==> src/rtl/i2c_trk_pkg.sv <==
package i2c_trk_pkg;
  typedef enum logic [2:0] {
    ST_SEL  = 3'd1,
    ST_SXF  = 3'd2,
    ST_MST  = 3'd3,
    ST_FREE = 3'd4,
    ST_BUSY = 3'd5,
    ST_UNK  = 3'd6
  } trk_state_e;
endpackage

==> src/rtl/i2c_trk_cond.sv <==
// Line condition detector: START, STOP, SCL rising edge and both-lines-high.
module i2c_trk_cond (
  input  logic clk,
  input  logic rst_n,
  input  logic scl_i,
  input  logic sda_i,
  output logic start_o,
  output logic stop_o,
  output logic scl_rise_o,
  output logic idle_o
);
  logic scl_q, sda_q;

  always_ff @(posedge clk or negedge rst_n) begin
    if (!rst_n) begin
      scl_q <= 1'b1;
      sda_q <= 1'b1;
    end else begin
      scl_q <= scl_i;
      sda_q <= sda_i;
    end
  end

  always_comb begin
    start_o    = scl_i & scl_q & sda_q & ~sda_i;
    stop_o     = scl_i & scl_q & ~sda_q & sda_i;
    scl_rise_o = scl_i & ~scl_q;
    idle_o     = scl_i & sda_i;
  end
endmodule

==> src/rtl/i2c_trk_addr.sv <==
// Address byte collector: shifts the first ADDR_W bits after a START and
// flags the read/write bit edge.
module i2c_trk_addr #(
  parameter int ADDR_W = 7
) (
  input  logic              clk,
  input  logic              rst_n,
  input  logic              start_i,
  input  logic              scl_rise_i,
  input  logic              sda_i,
  input  logic [ADDR_W-1:0] own_addr_i,
  output logic              done_o,
  output logic              hit_o
);
  localparam int CNT_W = $clog2(ADDR_W + 2);
  localparam logic [CNT_W-1:0] CNT_LAST = CNT_W'(ADDR_W);
  localparam logic [CNT_W-1:0] CNT_SAT  = CNT_W'(ADDR_W + 1);

  logic [ADDR_W-1:0] sh_q, sh_d;
  logic [CNT_W-1:0]  cnt_q, cnt_d;
  logic              en;

  always_comb begin
    sh_d  = sh_q;
    cnt_d = cnt_q;
    if (start_i) begin
      cnt_d = '0;
    end else if (scl_rise_i && (cnt_q <= CNT_LAST)) begin
      cnt_d = cnt_q + 1'b1;
      if (cnt_q < CNT_LAST) sh_d = {sh_q[ADDR_W-2:0], sda_i};
    end
    en     = start_i | scl_rise_i;
    done_o = scl_rise_i & ~start_i & (cnt_q == CNT_LAST);
    hit_o  = (sh_q == own_addr_i);
  end

  always_ff @(posedge clk or negedge rst_n) begin
    if (!rst_n) begin
      sh_q  <= '0;
      cnt_q <= CNT_SAT;
    end else if (en) begin
      sh_q  <= sh_d;
      cnt_q <= cnt_d;
    end
  end

  // the decode edge is reported once per address byte
  assert_done_single_R6: assert property (@(posedge clk) disable iff (!rst_n)
    done_o |=> !done_o);
endmodule

==> src/rtl/i2c_trk_fsm.sv <==
// Bus state machine with idle timer and pending-request flag.
module i2c_trk_fsm
  import i2c_trk_pkg::*;
#(
  parameter int IDLE_CYC = 1024
) (
  input  logic       clk,
  input  logic       rst_n,
  input  logic       start_i,
  input  logic       stop_i,
  input  logic       idle_i,
  input  logic       addr_done_i,
  input  logic       addr_hit_i,
  input  logic       mst_req_i,
  input  logic       mst_started_i,
  output logic [2:0] state_o
);
  localparam int IW = $clog2(IDLE_CYC + 1);
  localparam logic [IW-1:0] IDLE_LAST = IW'(IDLE_CYC - 1);

  trk_state_e    state_q, state_d;
  logic          pend_q, pend_d;
  logic [IW-1:0] idle_q, idle_d;
  logic          idle_en;

  always_comb begin
    state_d = state_q;
    pend_d  = pend_q | mst_req_i;
    idle_d  = idle_q;
    unique case (state_q)
      ST_UNK: begin
        if (stop_i) begin
          state_d = ST_FREE;
        end else if (idle_i) begin
          if (idle_q == IDLE_LAST) state_d = ST_FREE;
          else                     idle_d  = idle_q + 1'b1;
        end else begin
          idle_d = '0;
        end
      end
      ST_FREE: begin
        if (pend_q && mst_started_i) begin
          state_d = ST_MST;
          pend_d  = 1'b0;
        end else if (start_i && !pend_q) begin
          state_d = ST_SXF;
        end
      end
      ST_SXF: begin
        if (stop_i)           state_d = ST_FREE;
        else if (start_i)     state_d = ST_SXF;
        else if (addr_done_i) state_d = addr_hit_i ? ST_SEL : ST_BUSY;
      end
      ST_SEL, ST_BUSY: begin
        if (stop_i)       state_d = ST_FREE;
        else if (start_i) state_d = ST_SXF;
      end
      ST_MST: begin
        if (stop_i) state_d = ST_FREE;
      end
      default: state_d = ST_UNK;
    endcase
    idle_en = (state_q == ST_UNK);
  end

  always_ff @(posedge clk or negedge rst_n) begin
    if (!rst_n) begin
      state_q <= ST_UNK;
      pend_q  <= 1'b0;
    end else begin
      state_q <= state_d;
      pend_q  <= pend_d;
    end
  end

  always_ff @(posedge clk or negedge rst_n) begin
    if (!rst_n)       idle_q <= '0;
    else if (idle_en) idle_q <= idle_d;
  end

  assign state_o = state_q;

  assert_code_legal_R8: assert property (@(posedge clk) disable iff (!rst_n)
    (state_o != 3'd0) && (state_o != 3'd7));

  assert_stop_to_free_R4: assert property (@(posedge clk) disable iff (!rst_n)
    (stop_i && state_q != ST_UNK) |=> (state_q == ST_FREE));

  assert_unk_exit_R2: assert property (@(posedge clk) disable iff (!rst_n)
    (state_q == ST_UNK) |=> (state_q == ST_UNK || state_q == ST_FREE));

  assert_master_entry_R7: assert property (@(posedge clk) disable iff (!rst_n)
    $rose(state_q == ST_MST) |-> ($past(state_q) == ST_FREE && $past(pend_q)));

  assert_sel_entry_R6: assert property (@(posedge clk) disable iff (!rst_n)
    $rose(state_q == ST_SEL) |-> ($past(state_q) == ST_SXF && $past(addr_hit_i)));
endmodule

==> src/rtl/i2c_bus_tracker.sv <==
module i2c_bus_tracker #(
  parameter int ADDR_W   = 7,
  parameter int IDLE_CYC = 1024
) (
  input  logic              clk,
  input  logic              rst_n,
  input  logic              scl_i,
  input  logic              sda_i,
  input  logic [ADDR_W-1:0] own_addr_i,
  input  logic              mst_req_i,
  input  logic              mst_started_i,
  output logic [2:0]        state_o
);
  logic [1:0] rst_sync_q;
  logic       rst_int_n;
  logic       start_w, stop_w, rise_w, idle_w, done_w, hit_w;

  always_ff @(posedge clk or negedge rst_n) begin
    if (!rst_n) rst_sync_q <= 2'b00;
    else        rst_sync_q <= {rst_sync_q[0], 1'b1};
  end
  assign rst_int_n = rst_sync_q[1];

  i2c_trk_cond u_cond (
    .clk        (clk),
    .rst_n      (rst_int_n),
    .scl_i      (scl_i),
    .sda_i      (sda_i),
    .start_o    (start_w),
    .stop_o     (stop_w),
    .scl_rise_o (rise_w),
    .idle_o     (idle_w)
  );

  i2c_trk_addr #(.ADDR_W(ADDR_W)) u_addr (
    .clk        (clk),
    .rst_n      (rst_int_n),
    .start_i    (start_w),
    .scl_rise_i (rise_w),
    .sda_i      (sda_i),
    .own_addr_i (own_addr_i),
    .done_o     (done_w),
    .hit_o      (hit_w)
  );

  i2c_trk_fsm #(.IDLE_CYC(IDLE_CYC)) u_fsm (
    .clk           (clk),
    .rst_n         (rst_int_n),
    .start_i       (start_w),
    .stop_i        (stop_w),
    .idle_i        (idle_w),
    .addr_done_i   (done_w),
    .addr_hit_i    (hit_w),
    .mst_req_i     (mst_req_i),
    .mst_started_i (mst_started_i),
    .state_o       (state_o)
  );
endmodule

==> config.mk <==
export PLATFORM = sky130hd
export DESIGN_NAME = i2c_bus_tracker
export DESIGN_NICKNAME = d
export VERILOG_FILES = /design/src/rtl/i2c_trk_pkg.sv /design/src/rtl/i2c_trk_cond.sv /design/src/rtl/i2c_trk_addr.sv /design/src/rtl/i2c_trk_fsm.sv /design/src/rtl/i2c_bus_tracker.sv
export SDC_FILE = /design/constraint.sdc
export NUM_CORES = 1
export LEC_CHECK = 0
export BUFFER_PORTS_ARGS = -buffer_cell sky130_fd_sc_hd__buf_4
export CORE_MARGIN = 1.5
export CORE_UTILIZATION = 57
export CTS_CLUSTER_DIAMETER = 200
export CTS_CLUSTER_SIZE = 25
export DETAILED_ROUTE_END_ITERATION = 7
export PLACE_DENSITY = 0.75
export SYNTH_ARGS = -nofsm -noshare
export SYNTH_HDL_FRONTEND = slang
export SYNTH_SLANG_ARGS = --single-unit
==> constraint.sdc <==
create_clock -name clk -period 1.2 [get_ports clk]
set_input_delay 0.12 -clock clk [delete_from_list [all_inputs] [get_ports clk]]
set_output_delay 0.12 -clock clk [all_outputs]
set_load 0.02 [all_outputs]
==> results of run 1 <==
==> through the flow <==
stage / std cells / hold slack [ps]
3_5_place_dp: 229 / -93.7
2_1_floorplan: 142 / -176
4_1_cts: 243 / 50.6
3_3_place_gp: 229 / -98.3
==> cells in the mapped netlist, types with 3 or more instances <==
cell type	count	area, um2
mux2_1	3	33.8
o31ai_1	6	45.0
xnor2_1	6	52.6
nand3_1	7	35.0
o21ai_0	12	60.1
xor2_1	4	35.0
nand2_1	13	48.8
dfstp_2	5	131
a31oi_1	3	18.8
dfrtp_1	25	626
mux2_2	7	78.8
nor2_1	10	37.5
==> per-layer routing <==
layer  GRT overflow  global-route usage
met5              0                   0
met4              9               0.683
met3              0               0.414
met2             10               0.878
met1              0               0.727
==> timing repair <==
item                                    CTS
buffers inserted                          4
gates cloned                              0
endpoints found under the setup margin   28
hold buffers                              2
endpoints found under the hold margin     3
pin swaps                                 3
resized for setup                        30
==> kinds of logic after synthesis <==
kind of cell	count (synthesis)
AOI/OAI and AO/OA	35
xor gates and xnor gates	10
adders and majority gates	2
buffers and inverters	4
DFF	30
muxes	11
other	1
and+or+nand+nor	49
==> run_results.csv, run 1 <==
group,metric,value,unit
yosys,ys_types,46,
yosys,ys_ff_latch,30,
yosys,synth_compound_area_frac,0.172,
yosys,synth-edff-count,0,
clock_tree,clk_path_buf_depth,2,
yosys,netlist_area,1580,um2
placement,place.gp.congestion,0.810,
yosys,synthXorXnorAreaFrac,0.0554,
placement,place_ws,-639,ps
timing,endpoint_type,"register data pin",
yosys,synth-main-ff-cell,"dfrtp_1",
run_status,run_status,"stopped before the end",
yosys,synthMuxAreaShare,0.0775,
die,die-width,55.7,um
yosys,synth_top_family_by_area,"simple AND/OR/NAND/NOR gates",
placement,hpwl,2590,um
global_route,grt_start_max_net_pins,29,
clock_tree,htree_levels,2,
global_route,grt-ovfl-total,19,
clock_tree,cts_root_buf,"clkbuf_4",
die,initial_core_util,0.621,
run_status,error_line,"[ERROR GRT-0232] Routing congestion too high. Check the congestion heatmap in the GUI.",
yosys,ys_async_sr_fraction,1.00,
yosys,postSynthNetCount,157,
timing,worst_endpoint,"u_fsm.state_o[0]$_DFFE_PN0P_/D",
clock_tree,clock-sinks,30,
placement,placed_area,2090,um2
yosys,synthCells,142,
yosys,yosysSeqAreaShare,0.479,
die,rows,18,
placement,io_buffers,15,
die,die_h,55.7,um
yosys,syn-mean-instance-area,11.1,um2
clock_tree,numCtsBuffers,5,
run_status,stop_stage,"5_1_grt",
yosys,synth_fa_ha_area_frac,0.0158,
die,pin_count,16,
yosys,synth-simple-area-share,0.179,
yosys,yosysWarningCount,0,
global_route,track_usage,0.678,
==> run 2, diff against run 1 <==
CORE_UTILIZATION = 40   (was 57)
CTS_CLUSTER_DIAMETER = unset   (was 200)
CTS_CLUSTER_SIZE = unset   (was 25)
PLACE_DENSITY = unset   (was 0.75)
PLACE_DENSITY_LB_ADDON = 0.15   (was unset)
==> run 2 against run 1 <==
Compared with the run above:
- the flow now finishes, with violations (setup timing)
- synthesized area stayed put
- synthesized cell count stayed put
==> run_results.csv, run 2 <==
group,metric,value,unit
setup_path,end_kind,"flip-flop",
setup_path,path_delay_family,"simple AND/OR/NAND/NOR gates",
yosys,netlist_area,1580,um2
timing,finalWorstSetupSlack,-653,ps
clock_tree,cts_root_buf,"clkbuf_8",
yosys,yosysTopAreaCellShare,0.396,
global_route,grt_pass1_wl,6160,um
setup_path,required,1360,ps
die,die-area,4340,um2
final_layout,final_nets,230,
clock_tree,cts_tree,"done",
clock_tree,clk_latency,280,ps
yosys,yosysMostFrequentCell,"dfrtp_1",
final_layout,reg.largest.list,"u_fsm.idle_q (11), u_addr.sh_q (7), u_addr.cnt_q (4)",
timing,drv_slew,0,
timing,finClkSkew,11.5,ps
die,initial_core_util,0.426,
power_and_ir_drop,total_leakage_power,1.07,nW
setup_path,max_stage_delay,360,ps
timing,fin_crit_sh,1.54,
timing,rsz0062_at_grt,"yes",
yosys,ys_types,46,
yosys,ys_ff_latch,30,
final_layout,final_cell_mix,"buf_4 (57), dfrtp_1 (25), nand2_1 (11), buf_6 (11), o21ai_0 (7)",
power_and_ir_drop,ir_drop,0.907,mV
run_status,run_status,"finished, violations left",
yosys,synth_fa_ha_area_frac,0.0158,
yosys,synthCells,142,
setup_path,ff2ff_path_depth,6,
yosys,yosysWarningCount,0,
setup_path,critPathLaunchType,"flip-flop",
setup_path,critical_path.max_fanout,3,
final_layout,stdcell_count,264,
clock_tree,numCtsBuffers,5,
clock_tree,htree_levels,2,
yosys,synth-main-ff-cell,"dfrtp_1",
setup_path,crit_path_start,"u_fsm.idle_q[1]",
timing,layout_min_cycle_time,1850,ps
final_layout,synthToLayoutAreaGrowth,54.3,%
setup_path,criticalPathCategory,"flip-flop to flip-flop",
yosys,synth_common_cells,"dfrtp_1 (25), nand2_1 (13), o21ai_0 (12)",
final_layout,largest_register_ffs,11,
yosys,ys_async_sr_fraction,1.00,
detailed_routing,drt_first_iter_violations,63,
final_layout,layout-drive-gt1-share,0.565,
yosys,synth-simple-area-share,0.179,
yosys,synth_top_family_by_area,"simple AND/OR/NAND/NOR gates",
setup_path,regToRegSetupSlack,-650,ps
setup_path,critPathBufInv,0,
detailed_routing,ant_nets,0,
placement,io_buffers,15,
setup_path,r2r-start,"u_fsm.idle_q[1]",
placement,dpl.cell_count,244,
clock_tree,clk_pin_slew,70,ps
worst_hold_path,hold_class,"input pin to flip-flop",
global_route,track_usage,0.188,
yosys,syn-mean-instance-area,11.1,um2
yosys,yosysSeqAreaShare,0.479,
timing,final_hold_viol_count,0,
detailed_routing,via_per_inst,5.15,
final_layout,final_common_cell,"buf_4",
global_route,grt_pass1_vias,1363,
setup_path,crit_path_end,"u_fsm.state_o[0]",
setup_path,path_depth,6,
detailed_routing,wl,3800,um
setup_path,worst_path_max_delay_cell,"dfrtp_1",
run_status,violations,"setup timing",
power_and_ir_drop,p_total,0.00467,W
die,die-width,65.9,um
timing,final-setup-viol-count,26,
timing,fmax,0.540,GHz
global_route,antenna_found_initial,0,
setup_path,path_cells,"ha_2 -> and3_4 -> nand3_4 -> o41ai_4 -> nor3b_4 -> mux2_4",
yosys,yosys-top-cells-area,"dfrtp_1 (40%), dfstp_2 (8.3%), mux2_2 (5.0%)",
detailed_routing,num_vias,1360,
die,rows,22,
detailed_routing,routedWlPerCell,14.4,um
clock_tree,clock-sinks,30,
job,drv_cap,0,
global_route,grt-ovfl-total,0,
die,die_h,65.9,um
yosys,synth-edff-count,0,
yosys,synthMuxAreaShare,0.0775,
power_and_ir_drop,p_per_area,1920,nW/um2
die,core-area,3720,um2
setup_path,r2r-end,"u_fsm.state_o[0]",
yosys,synth_top_area_cell,"dfrtp_1",
detailed_routing,first_pass_iters,4,
setup_path,critPathArrivalTime,2020,ps
yosys,synth_compound_area_frac,0.172,
placement,hpwl,2590,um
global_route,grt_start_max_net_pins,29,
yosys,synthXorXnorAreaFrac,0.0554,
detailed_routing,drc,0,
yosys,postSynthNetCount,157,
final_layout,antennaDiodeCount,0,
placement,place.gp.congestion,0.813,
clock_tree,clk_path_buf_depth,2,
final_layout,top_register,"u_fsm.idle_q",
die,pin_count,16,
final_layout,utilization,0.657,
## run 2: final cells by class
| type | instances | area [um2] |
|---|---|---|
| Sequential cell | 30 | 757 |
| Multi-Input combinational cell | 108 | 946 |
| Fill cell | 299 | 1280 |
| Clock buffer | 6 | 82.6 |
| Tap cell | 48 | 60.1 |
| Timing Repair Buffer | 70 | 582 |
| Clock inverter | 2 | 12.5 |
## run 2: worst min-delay path by stage
stage              start             to  slack, ps  depth (start not counted)
2_1_floorplan      rst_n  rst_sync_q[0]       -180                          0
3_3_place_gp       rst_n  rst_sync_q[1]       -100                          1
3_5_place_dp       rst_n  rst_sync_q[0]       -100                          1
4_1_cts        mst_req_i   u_fsm.pend_q         30                          2
5_1_grt        mst_req_i   u_fsm.pend_q         40                          2
6_report       mst_req_i   u_fsm.pend_q         30                          2
## run 2: power breakdown
part	total [W]	internal, W	switching, W
combinational	0.00226	0.00132	0.000943
clock	0.000850	0.000460	0.000390
sequential	0.00156	0.00134	0.000224
## run 2: logic make-up after synthesis
group,after synthesis
xor gates and xnor gates,10
DFF,30
other,1
adders and majority gates,2
AOI/OAI and AO/OA,35
and+or+nand+nor,49
buffers and inverters,4
muxes,11
## run 2: per-stage QoR
| stage | TNS [ps] | hold slack (ps) | worst slack, ps | area [um2] |
|---|---|---|---|---|
| after global placement | -10140 | -98.6 | -620 | 2090 |
| after detailed placement | -10840 | -96.3 | -660 | 2090 |
| after floorplan | -7590 | -176 | -736 | 1630 |
| after global routing | -12240 | 42.3 | -734 | 2440 |
| after CTS | -10850 | 31.5 | -656 | 2310 |
| final | -10560 | 34.3 | -653 | 2440 |
## run 2: metal layers
metal | up-vias | part of all wire | GRT usage
li1 | 673 | - | -
met1 | 671 | 0.44 | 0.229
met2 | 14 | 0.54 | 0.324
met3 | 2 | 0.021 | 0.0562
met4 | 0 | 0.0050 | 0.0469
met5 | - | 0 | 0
## run 2: what timing repair did
item / 4_1_cts / 5_1_grt
buffers inserted: 7 / 5
endpoints found under the setup margin: 27 / 28
hold endpoints to repair: 2 / 0
hold buffers: 1 / 0
pin swaps: 2 / 3
gates resized for setup: 15 / 24
Power figures use the tool's default switching activity.
